**config.mk**
```make
export PLATFORM = sky130hd
export DESIGN_NAME = sram_cycle_seq
export DESIGN_NICKNAME = d
export VERILOG_FILES = /design/src/rtl/sram_seq_pkg.sv /design/src/rtl/seq_phase_ctrl.sv /design/src/rtl/seq_bus_drive.sv /design/src/rtl/seq_read_capture.sv /design/src/rtl/sram_cycle_seq.sv
export SDC_FILE = /design/constraint.sdc
export NUM_CORES = 1
export LEC_CHECK = 0
export BUFFER_PORTS_ARGS = -buffer_cell sky130_fd_sc_hd__buf_2
export CAP_MARGIN = 5
export CORE_MARGIN = 2
export CORE_UTILIZATION = 40
export DETAILED_ROUTE_END_ITERATION = 12
export PLACE_DENSITY = 0.72
export SYNTH_ARGS = -nofsm -noshare
export SYNTH_HDL_FRONTEND = slang
export SYNTH_HIERARCHICAL = 1
export SYNTH_SLANG_ARGS = --single-unit
```
**constraint.sdc**
```tcl
create_clock -name clk -period 1.8 [get_ports clk]
set_input_delay 0.18 -clock clk [delete_from_list [all_inputs] [get_ports clk]]
set_output_delay 0.18 -clock clk [all_outputs]
set_load 0.1 [all_outputs]
```
**src/rtl/sram_seq_pkg.sv**
```systemverilog
package sram_seq_pkg;

    typedef enum logic [2:0] {
        PH_IDLE = 3'd0,
        PH_T1   = 3'd1,
        PH_T2   = 3'd2,
        PH_T3   = 3'd3,
        PH_T4   = 3'd4
    } phase_e;

    localparam int unsigned PHASES_PER_ACCESS = 4;

    function automatic phase_e phase_after(input phase_e p);
        case (p)
            PH_T1:   return PH_T2;
            PH_T2:   return PH_T3;
            PH_T3:   return PH_T4;
            default: return PH_IDLE;
        endcase
    endfunction

    function automatic logic strobe_window(input phase_e p);
        return (p == PH_T2) || (p == PH_T3);
    endfunction

    function automatic logic phase_busy(input phase_e p);
        return p != PH_IDLE;
    endfunction

endpackage

```
**src/rtl/seq_phase_ctrl.sv**
```systemverilog
module seq_phase_ctrl
    import sram_seq_pkg::*;
#(
    parameter int AW = 16,
    parameter int DW = 8
) (
    input  logic                 clk,
    input  logic                 rst,
    input  logic                 req,
    input  logic                 req_write,
    input  logic [AW-1:0]        req_addr,
    input  logic [DW-1:0]        req_wdata,
    output phase_e               phase,
    output logic                 op_write,
    output logic [AW-1:0]        op_addr,
    output logic [DW-1:0]        op_wdata
);

    always_ff @(posedge clk) begin
        if (rst) begin
            phase    <= PH_IDLE;
            op_write <= 1'b0;
            op_addr  <= '0;
            op_wdata <= '0;
        end else if (phase == PH_IDLE) begin
            if (req) begin
                phase    <= PH_T1;
                op_write <= req_write;
                op_addr  <= req_addr;
                op_wdata <= req_wdata;
            end
        end else begin
            phase <= phase_after(phase);
        end
    end

    // the latched request stays fixed while a cycle runs
    assert_op_locked_R7: assert property (@(posedge clk) disable iff (rst)
        (phase_busy(phase) && phase != PH_T1) |-> ($stable(op_addr) && $stable(op_write)));

endmodule

```
**src/rtl/seq_bus_drive.sv**
```systemverilog
module seq_bus_drive
    import sram_seq_pkg::*;
#(
    parameter int AW = 16,
    parameter int DW = 8
) (
    input  phase_e               phase,
    input  logic                 op_write,
    input  logic [AW-1:0]        op_addr,
    input  logic [DW-1:0]        op_wdata,
    output logic [AW-1:0]        mem_addr,
    output logic                 mem_en,
    output logic                 mem_rw_n,
    output logic [DW-1:0]        mem_wdata,
    output logic                 mem_wdata_oe
);

    logic busy;

    always_comb begin
        busy         = phase_busy(phase);
        mem_addr     = op_addr;
        mem_en       = busy;
        mem_rw_n     = !(busy && op_write && strobe_window(phase));
        mem_wdata_oe = busy && op_write;
        mem_wdata    = mem_wdata_oe ? op_wdata : '0;
    end

endmodule

```
**src/rtl/seq_read_capture.sv**
```systemverilog
module seq_read_capture
    import sram_seq_pkg::*;
#(
    parameter int DW = 8
) (
    input  logic                 clk,
    input  logic                 rst,
    input  phase_e               phase,
    input  logic                 op_write,
    input  logic [DW-1:0]        mem_rdata,
    output logic [DW-1:0]        rdata,
    output logic                 done
);

    always_ff @(posedge clk) begin
        if (rst) begin
            rdata <= '0;
            done  <= 1'b0;
        end else begin
            done <= (phase == PH_T4);
            if (phase == PH_T4 && !op_write) begin
                rdata <= mem_rdata;
            end
        end
    end

    // rdata only moves together with a completion pulse
    assert_rdata_hold_R8: assert property (@(posedge clk) disable iff (rst)
        !$stable(rdata) |-> done);

endmodule

```
**src/rtl/sram_cycle_seq.sv**
```systemverilog
module sram_cycle_seq
    import sram_seq_pkg::*;
#(
    parameter int AW = 16,
    parameter int DW = 8
) (
    input  logic                 clk,
    input  logic                 rst,
    input  logic                 req,
    input  logic                 req_write,
    input  logic [AW-1:0]        req_addr,
    input  logic [DW-1:0]        req_wdata,
    output logic                 done,
    output logic [DW-1:0]        rdata,
    output logic [AW-1:0]        mem_addr,
    output logic                 mem_en,
    output logic                 mem_rw_n,
    output logic [DW-1:0]        mem_wdata,
    output logic                 mem_wdata_oe,
    input  logic [DW-1:0]        mem_rdata
);

    phase_e            phase;
    logic              op_write;
    logic [AW-1:0]     op_addr;
    logic [DW-1:0]     op_wdata;

    seq_phase_ctrl #(.AW(AW), .DW(DW)) u_ctrl (
        .clk       (clk),
        .rst       (rst),
        .req       (req),
        .req_write (req_write),
        .req_addr  (req_addr),
        .req_wdata (req_wdata),
        .phase     (phase),
        .op_write  (op_write),
        .op_addr   (op_addr),
        .op_wdata  (op_wdata)
    );

    seq_bus_drive #(.AW(AW), .DW(DW)) u_drive (
        .phase        (phase),
        .op_write     (op_write),
        .op_addr      (op_addr),
        .op_wdata     (op_wdata),
        .mem_addr     (mem_addr),
        .mem_en       (mem_en),
        .mem_rw_n     (mem_rw_n),
        .mem_wdata    (mem_wdata),
        .mem_wdata_oe (mem_wdata_oe)
    );

    seq_read_capture #(.DW(DW)) u_capture (
        .clk       (clk),
        .rst       (rst),
        .phase     (phase),
        .op_write  (op_write),
        .mem_rdata (mem_rdata),
        .rdata     (rdata),
        .done      (done)
    );

    // a cycle opens only after a request was seen
    assert_open_on_req_R2: assert property (@(posedge clk) disable iff (rst)
        $rose(mem_en) |-> $past(req));

    // strobe low only inside an enabled write with data driven
    assert_strobe_inside_R4: assert property (@(posedge clk) disable iff (rst)
        !mem_rw_n |-> (mem_en && mem_wdata_oe));

    // strobe falls only after a full clock of enabled address
    assert_strobe_setup_R4: assert property (@(posedge clk) disable iff (rst)
        $fell(mem_rw_n) |-> $past(mem_en));

    // address fixed while the device is enabled
    assert_addr_hold_R5: assert property (@(posedge clk) disable iff (rst)
        (mem_en && $past(mem_en)) |-> $stable(mem_addr));

    // completion is one cycle wide and follows the enabled window
    assert_done_pulse_R6: assert property (@(posedge clk) disable iff (rst)
        done |=> !done);
    assert_done_after_R6: assert property (@(posedge clk) disable iff (rst)
        done |-> ($past(mem_en) && !mem_en));

    // data drivers off whenever the device is not enabled
    assert_drivers_off_R10: assert property (@(posedge clk) disable iff (rst)
        !mem_en |-> (!mem_wdata_oe && mem_wdata == '0));

endmodule

```
==> results of run 1 <==
worst max path at each step:
stage / end / cells past startpoint
2_1_floorplan: mem_wdata[0] / 2
3_3_place_gp: u_ctrl/op_addr[13] / 3
3_5_place_dp: u_ctrl/op_addr[8] / 3
4_1_cts: mem_wdata[5] / 2
5_1_grt: mem_wdata[1] / 3
6_report: mem_wdata[1] / 3
metal layers:
metal,share of wire,GRT usage
met5,0,0
met4,0.0023,0.04321
met3,0.094,0.06077
met2,0.42,0.1982
met1,0.48,0.1755
placed cells by master (no fill, tap or decap):
master      Yosys  routed
clkinvlp_4      0       1
nor4b_4         1       2
xnor2_1         1       1
or3_4           1       1
nand2b_1       66      66
dfxtp_2         0       2
o31a_2          1       1
dfxtp_1        37      35
nor2_1          1       1
nor4_1          1       1
nor3_1          2       2
bufinv_16       0       1
nand2_1         1       1
o311a_1         8       8
buf_2           2      61
buf_4          16       4
clkbuf_8        0       6
mux2i_1        33      33
nor4b_1         1       1
nand3b_1        1       1
buf_12          2      10
worst max-delay path, cell delays in order, from the launching register on:
cell and delay (ns):
dfxtp_1 0.60, buf_4 0.22, o311a_1 0.21, buf_12 0.19
timing repair:
action,4_1_cts,5_1_grt
resized for setup,0,2
setup endpoints to repair,0,2
buffers inserted,0,0
power breakdown:
part	total [µW]	switching [µW]	internal, µW
sequential	936	59.5	877
clock	740	289	450
combinational	600	416	184
total	2280	765	1510
per-stage QoR:
| stage | hold WS, ns | total power (µW) | util |
|---|---|---|---|
| final | 0.1468 | 2276 | 0.5165 |
| after global routing | 0.1468 | 2391 | 0.5165 |
| after CTS | 0.1318 | 2314 | 0.5160 |
| after detailed placement | 0.4467 | 1558 | 0.4902 |
| after global placement | 0.4404 | 1552 | 0.4902 |
| after floorplan | 0.3347 | 1495 | - |
flip-flops by register name (all words and copies together), names as in the netlist:
name and cells:
u_ctrl/op_write 1, u_ctrl/phase 3, u_capture/rdata 8, u_ctrl/op_wdata 8, u_capture/done 1, u_ctrl/op_addr 16
layout make-up:
cell class / count / area (µm²) / area share
timing repair buffer: 75 / 535.5 / 0.2225
clock buffer: 6 / 82.58 / 0.03430
sequential: 37 / 743.2 / 0.3087
multi-input combinational: 119 / 940.9 / 0.3909
tap: 54 / 67.56 / 0.02807
clock inverter: 2 / 37.54 / 0.01559
logic make-up after synthesis:
| group | after synthesis | share of synthesized area |
|---|---|---|
| muxes | 33 | 0.1729 |
| AOI/OAI and AO/OA | 9 | 0.04715 |
| buffers and inverters | 30 | 0.1244 |
| and+or+nand+nor | 76 | 0.2633 |
| DFF | 37 | 0.3877 |
| xor gates and xnor gates | 1 | 0.004585 |
==> load_flow_metrics.sql, run 1 <==
INSERT INTO impl_metrics (metric_group, metric, value, unit) VALUES
('synth', 'yosysSeqAreaShare', '0.3877', ''),
('min_path', 'hp-start', 'req_addr[7]', ''),
('timing', 'fmaxAchievable', '0.5922', 'GHz'),
('layout', 'finalNetCount', '274', ''),
('layout', 'antenna_cells', '0', ''),
('min_path', 'worstHoldEndpoint', 'u_ctrl/op_addr[7]', ''),
('critical_path', 'cp_max_fo', '13', ''),
('placed_design', 'finalWeightedCongestion', '0.6921', ''),
('critical_path', 'critical_path.reg2reg.startpoint', 'u_ctrl/phase[0]', ''),
('die', 'die-height', '73.11', 'µm'),
('critical_path', 'reg2reg_to', 'u_ctrl/op_addr[8]', ''),
('critical_path', 'crit_path_end_kind', 'output port', ''),
('synth', 'syn_area_per_cell', '10.27', 'µm²'),
('die', 'io-pin-count', '72', ''),
('critical_path', 'worstSetupStartpointType', 'register', ''),
('timing', 'finalWorstSetupSlack', '0.1115', 'ns'),
('detailed_routing', 'wl', '3467', 'µm'),
('synth', 'synth_cells', '186', ''),
('synth', 'synth.top_cells.by_area', 'dfxtp_1, nand2b_1, mux2i_1, buf_4, o311a_1', ''),
('timing', 'max-slew-margin-rel', '0.4554', ''),
('clock_network', 'holdBufCountCts', '0', ''),
('die', 'floorplan.die_area', '5345', 'µm²'),
('timing', 'setup-tns-final', '0', 'ns'),
('die', 'placementRows', '25', ''),
('die', 'floorplan.initialDensity', '0.4099', ''),
('critical_path', 'worstPathArrival', '1.51', 'ns'),
('timing', 'finalSetupViolations', '0', ''),
('pwr', 'cellPowerDensity', '945.4', 'nW/µm²'),
('layout', 'area_growth', '26.00', '%'),
('placed_design', 'quantity_of_i_o_buffers_inserted_on_ports', '71', ''),
('clock_network', 'clkLatencyLatePin', '0.28', 'ns'),
('placed_design', 'dpl_cell_area', '2285', 'µm²'),
('synth', 'synth-seq-cells', '37', ''),
('synth', 'synth.largest_area_cell', 'dfxtp_1', ''),
('global_route', 'globalRouteTotalUtil', '0.1347', ''),
('critical_path', 'register_to_register_setup_slack', '0.41', 'ns'),
('synth', 'ys.flop_type', 'dfxtp_1', ''),
('pwr', 'vdd.ir_drop.worst', '0.3077', 'mV'),
('timing', 'layout_min_cycle_time', '1.689', 'ns'),
('timing', 'skew', '0.006025', 'ns'),
('placed_design', 'hpwl_dp', '2367', 'µm'),
('synth', 'synth_edf_count', '0', ''),
('clock_network', 'htree_levels', '2', ''),
('clock_network', 'cts_buffer_depth', '2', ''),
('run', 'timing.max_cap.violations', '0', ''),
('critical_path', 'rr_worst_depth', '3', ''),
('min_path', 'hold_depth', '3', ''),
('layout', 'drive_above_1_share', '0.3724', ''),
('synth', 'synth_largest_type_area_fraction', '0.3877', ''),
('global_route', 'grt_max_degree', '71', ''),
('synth', 'synthMostInstantiatedCell', 'nand2b_1', ''),
('detailed_routing', 'detailedRoute.firstPassIterationCount', '4', ''),
('run_status', 'status', 'finished clean', ''),
('clock_network', 'clock_tree.root_cell', 'clkbuf_8', ''),
('die', 'core-area', '4661', 'µm²'),
('timing', 'slew_viol_final', '0', ''),
('clock_network', 'cts_sinks', '37', ''),
('layout', 'final.fill_count', '443', ''),
('detailed_routing', 'drt.antenna.violating_nets', '0', ''),
('global_route', 'total_grt_overflow', '0', ''),
('die', 'die_width', '73.11', 'µm'),
('global_route', 'initial_antenna_violation_count', '0', ''),
('clock_network', 'cts_inserted_buffers', '5', ''),
('global_route', 'number_of_global_route_vias_before_repair', '1249', ''),
('clock_network', 'cts_tree', 'built', ''),
('layout', 'final_cell_area', '2407', 'µm²'),
('pwr', 'leakagePower', '0.001089', 'µW'),
('critical_path', 'worst_ep_required_time', '1.62', 'ns'),
('detailed_routing', 'via_count', '1357', ''),
('critical_path', 'critical_path.startpoint', 'u_ctrl/phase[2]', ''),
('layout', 'fin_cells', '293', '');
Power figures use the tool's default switching activity.
==> run 2, diff against run 1 <==
--- a/config.mk
+++ b/config.mk
@@ -11,6 +11,7 @@
 export CORE_UTILIZATION = 40
 export DETAILED_ROUTE_END_ITERATION = 12
 export PLACE_DENSITY = 0.72
+export SKIP_CTS_REPAIR_TIMING = 1
 export SYNTH_ARGS = -nofsm -noshare
 export SYNTH_HDL_FRONTEND = slang
 export SYNTH_HIERARCHICAL = 1
==> constraint.sdc (replaced) <==
create_clock -name clk -period 1.8 [get_ports clk]
set_input_delay 0.18 -clock clk [delete_from_list [all_inputs] [get_ports clk]]
set_output_delay 0.18 -clock clk [all_outputs]
set_load 0.005 [all_outputs]
==> run 2 against run 1 <==
Net effect: sequential share of layout area rose by 2.1 points; sequential power barely moved; fmax rose by 4.0%; non-clock buffer count did not move; critical path depth fell by 1; final cell count did not move; global-route usage rose by 0.16 points.
==> load_flow_metrics.sql, run 2 (synthesized netlist as in run 1, its figures left out) <==
INSERT INTO impl_metrics (metric_group, metric, value, unit) VALUES
('die', 'io-pin-count', '72', ''),
('min_path', 'hold_depth', '3', ''),
('layout', 'largest_reg_flops', '16', ''),
('clock_network', 'cts_tree', 'built', ''),
('timing', 'final_hold_viol_count', '0', ''),
('layout', 'drive_above_1_share', '0.3640', ''),
('critical_path', 'crit_path_max_delay_cell_type', 'dfxtp_1', ''),
('layout', 'finalNetCount', '274', ''),
('clock_network', 'clock_tree.root_cell', 'clkbuf_8', ''),
('clock_network', 'cts_buffer_depth', '2', ''),
('global_route', 'number_of_global_route_vias_before_repair', '1264', ''),
('die', 'die-height', '73.11', 'µm'),
('run_status', 'status', 'finished clean', ''),
('timing', 'tightest_slew', '0.8356', 'ns'),
('placed_design', 'finalWeightedCongestion', '0.6992', ''),
('clock_network', 'clkLatencyLatePin', '0.29', 'ns'),
('placed_design', 'hpwl_dp', '2287', 'µm'),
('detailed_routing', 'vias_per_cell', '4.669', ''),
('layout', 'antenna_cells', '0', ''),
('critical_path', 'crit_path_end_kind', 'output port', ''),
('timing', 'layout_min_cycle_time', '1.624', 'ns'),
('pwr', 'power.combinational.fraction', '0.152', ''),
('pwr', 'internal-power', '1389', 'µW'),
('layout', 'fin_cells', '293', ''),
('die', 'floorplan.die_area', '5345', 'µm²'),
('layout', 'top_register', 'u_ctrl/op_addr', ''),
('min_path', 'hold_class', 'input pin to register', ''),
('layout', 'multi_input_area', '940.9', 'µm²'),
('global_route', 'grt_pass1_wl', '5637', 'µm'),
('timing', 'skew', '0.003641', 'ns'),
('pwr', 'pwr-share-clk', '0.343', ''),
('global_route', 'globalRouteMet3Util', '0.06215', ''),
('global_route', 'gr-max-usage-layer', 'met2', ''),
('critical_path', 'timing.critical_path.buf_inv', '1', ''),
('placed_design', 'dpl.cell_count', '285', ''),
('clock_network', 'clkSlewWorstSetupHoldPaths', '0.07', 'ns'),
('critical_path', 'worst_ep_required_time', '1.62', 'ns'),
('timing', 'holdWs', '0.1431', 'ns'),
('critical_path', 'worstSetupStartpointType', 'register', ''),
('timing', 'finalSetupViolations', '0', ''),
('run', 'timing.max_cap.violations', '0', ''),
('die', 'floorplan.initialDensity', '0.4099', ''),
('global_route', 'groute.layer.met2.usage', '0.1942', ''),
('die', 'die_width', '73.11', 'µm'),
('critical_path', 'critical_path_depth', '2', ''),
('detailed_routing', 'drt.antenna.violating_nets', '0', ''),
('pwr', 'cellPowerDensity', '825.3', 'nW/µm²'),
('critical_path', 'critical_path_cell_by_cell', 'o311a_1 -> buf_2', ''),
('detailed_routing', 'violation_count_after_the_first_detailed_route_iteration', '46', ''),
('pwr', 'swShare', '0.2517', ''),
('critical_path', 'cp_max_fo', '17', ''),
('layout', 'final.fill_count', '452', ''),
('placed_design', 'quantity_of_i_o_buffers_inserted_on_ports', '71', ''),
('global_route', 'total_grt_overflow', '0', ''),
('pwr', 'vdd.ir_drop.worst', '0.4614', 'mV'),
('timing', 'setup-tns-final', '0', 'ns'),
('timing', 'slew_viol_final', '0', ''),
('clock_network', 'cts_sinks', '37', ''),
('layout', 'layout_common_cells', 'buf_2, nand2b_1, dfxtp_1', ''),
('layout', 'final_common_cell', 'buf_2', ''),
('detailed_routing', 'via_count', '1368', ''),
('timing', 'fmaxAchievable', '0.6159', 'GHz'),
('layout', 'top_regs', 'u_ctrl/op_addr: 16 flops, u_capture/rdata: 8 flops, u_ctrl/op_wdata: 8 flops', ''),
('pwr', 'p_seq_frac', '0.505', ''),
('layout', 'area_growth', '17.68', '%'),
('critical_path', 'rr_worst_depth', '3', ''),
('critical_path', 'worstPathArrival', '1.44', 'ns'),
('die', 'placementRows', '25', ''),
('global_route', 'initial_antenna_violation_count', '0', ''),
('global_route', 'globalRouteTotalUtil', '0.1363', ''),
('timing', 'grt_setup_unrepaired', 'false', ''),
('detailed_routing', 'wl', '3443', 'µm'),
('die', 'core-area', '4661', 'µm²'),
('critical_path', 'criticalPathCategory', 'register to output port', ''),
('detailed_routing', 'post-route-drc-count', '0', ''),
('layout', 'regArea', '740.7', 'µm²'),
('pwr', 'leakagePower', '0.001061', 'µW'),
('timing', 'max-slew-margin-rel', '0.4429', ''),
('detailed_routing', 'detailedRoute.firstPassIterationCount', '4', ''),
('critical_path', 'worst_path_dominant_cell_family', 'flip-flops', ''),
('pwr', 'power_switching', '467.1', 'µW'),
('critical_path', 'critical-path-max-stage-delay', '0.76', 'ns'),
('clock_network', 'cts_inserted_buffers', '5', ''),
('detailed_routing', 'wl_per_cell', '11.75', 'µm'),
('global_route', 'grt_max_degree', '71', ''),
('clock_network', 'htree_levels', '2', ''),
('global_route', 'globalRouteMet1Util', '0.1778', ''),
('timing', 'finalCritPeriodShare', '0.9021', '');
## run 2: cell types whose count changed in the layout (fill, tap and decap cells not counted)
cell | previous run | this run
buf_2 | 61 | 71
buf_4 | 4 | 3
dfxtp_2 | 2 | 0
dfxtp_1 | 35 | 37
clkinvlp_4 | 1 | 0
clkinv_2 | 0 | 1
clkbuf_8 | 6 | 7
buf_12 | 10 | 1
bufinv_16 | 1 | 0
## run 2: power by group through the flow
stage	Combinational, µW	Sequential [µW]	Clock, µW
final	282	937	637
after global routing	314	947	697
after CTS	287	937	672
after detailed placement	286	955	0
after global placement	282	952	0
after floorplan	264	929	0
## run 2: area by class of cell
type | instances | share of cell area
timing repair buffer | 75 | 0.1770
clock buffer | 7 | 0.04285
tap | 54 | 0.03005
sequential | 37 | 0.3294
clock inverter | 1 | 0.002226
multi-input combinational | 119 | 0.4185
## run 2: final timing paths
path                      from            endpoint  slack [ns]
max reg2reg    u_ctrl/phase[0]  u_ctrl/op_wdata[0]        0.35
min reg2reg  u_ctrl/op_addr[1]   u_ctrl/op_addr[1]        0.47
min               req_wdata[3]  u_ctrl/op_wdata[3]        0.14
max            u_ctrl/phase[1]        mem_wdata[7]        0.18
## run 2: worst min-delay path: cells and delay by family
kind | cells | cell delay [ns]
AND/OR/NAND/NOR | 1 | 0.05
multiplexers | 1 | 0.06
buffers and inverters | 1 | 0.10
## run 2: per-layer routing
metal / up-vias / share of wire
met5: - / 0
met4: 0 / 0.014
met3: 6 / 0.095
met2: 57 / 0.42
met1: 598 / 0.47
li1: 707 / -
## run 2: metrics by stage
stage	setup WS (ns)	area, µm²	util	power (µW)
5_1_grt	0.07432	2248	0.4824	1959
4_1_cts	0.1726	2248	0.4824	1895
3_3_place_gp	0.4202	2147	0.4607	1234
3_5_place_dp	0.3626	2147	0.4607	1241
2_1_floorplan	0.5642	1911	-	1193
6_report	0.1763	2248	0.4824	1856
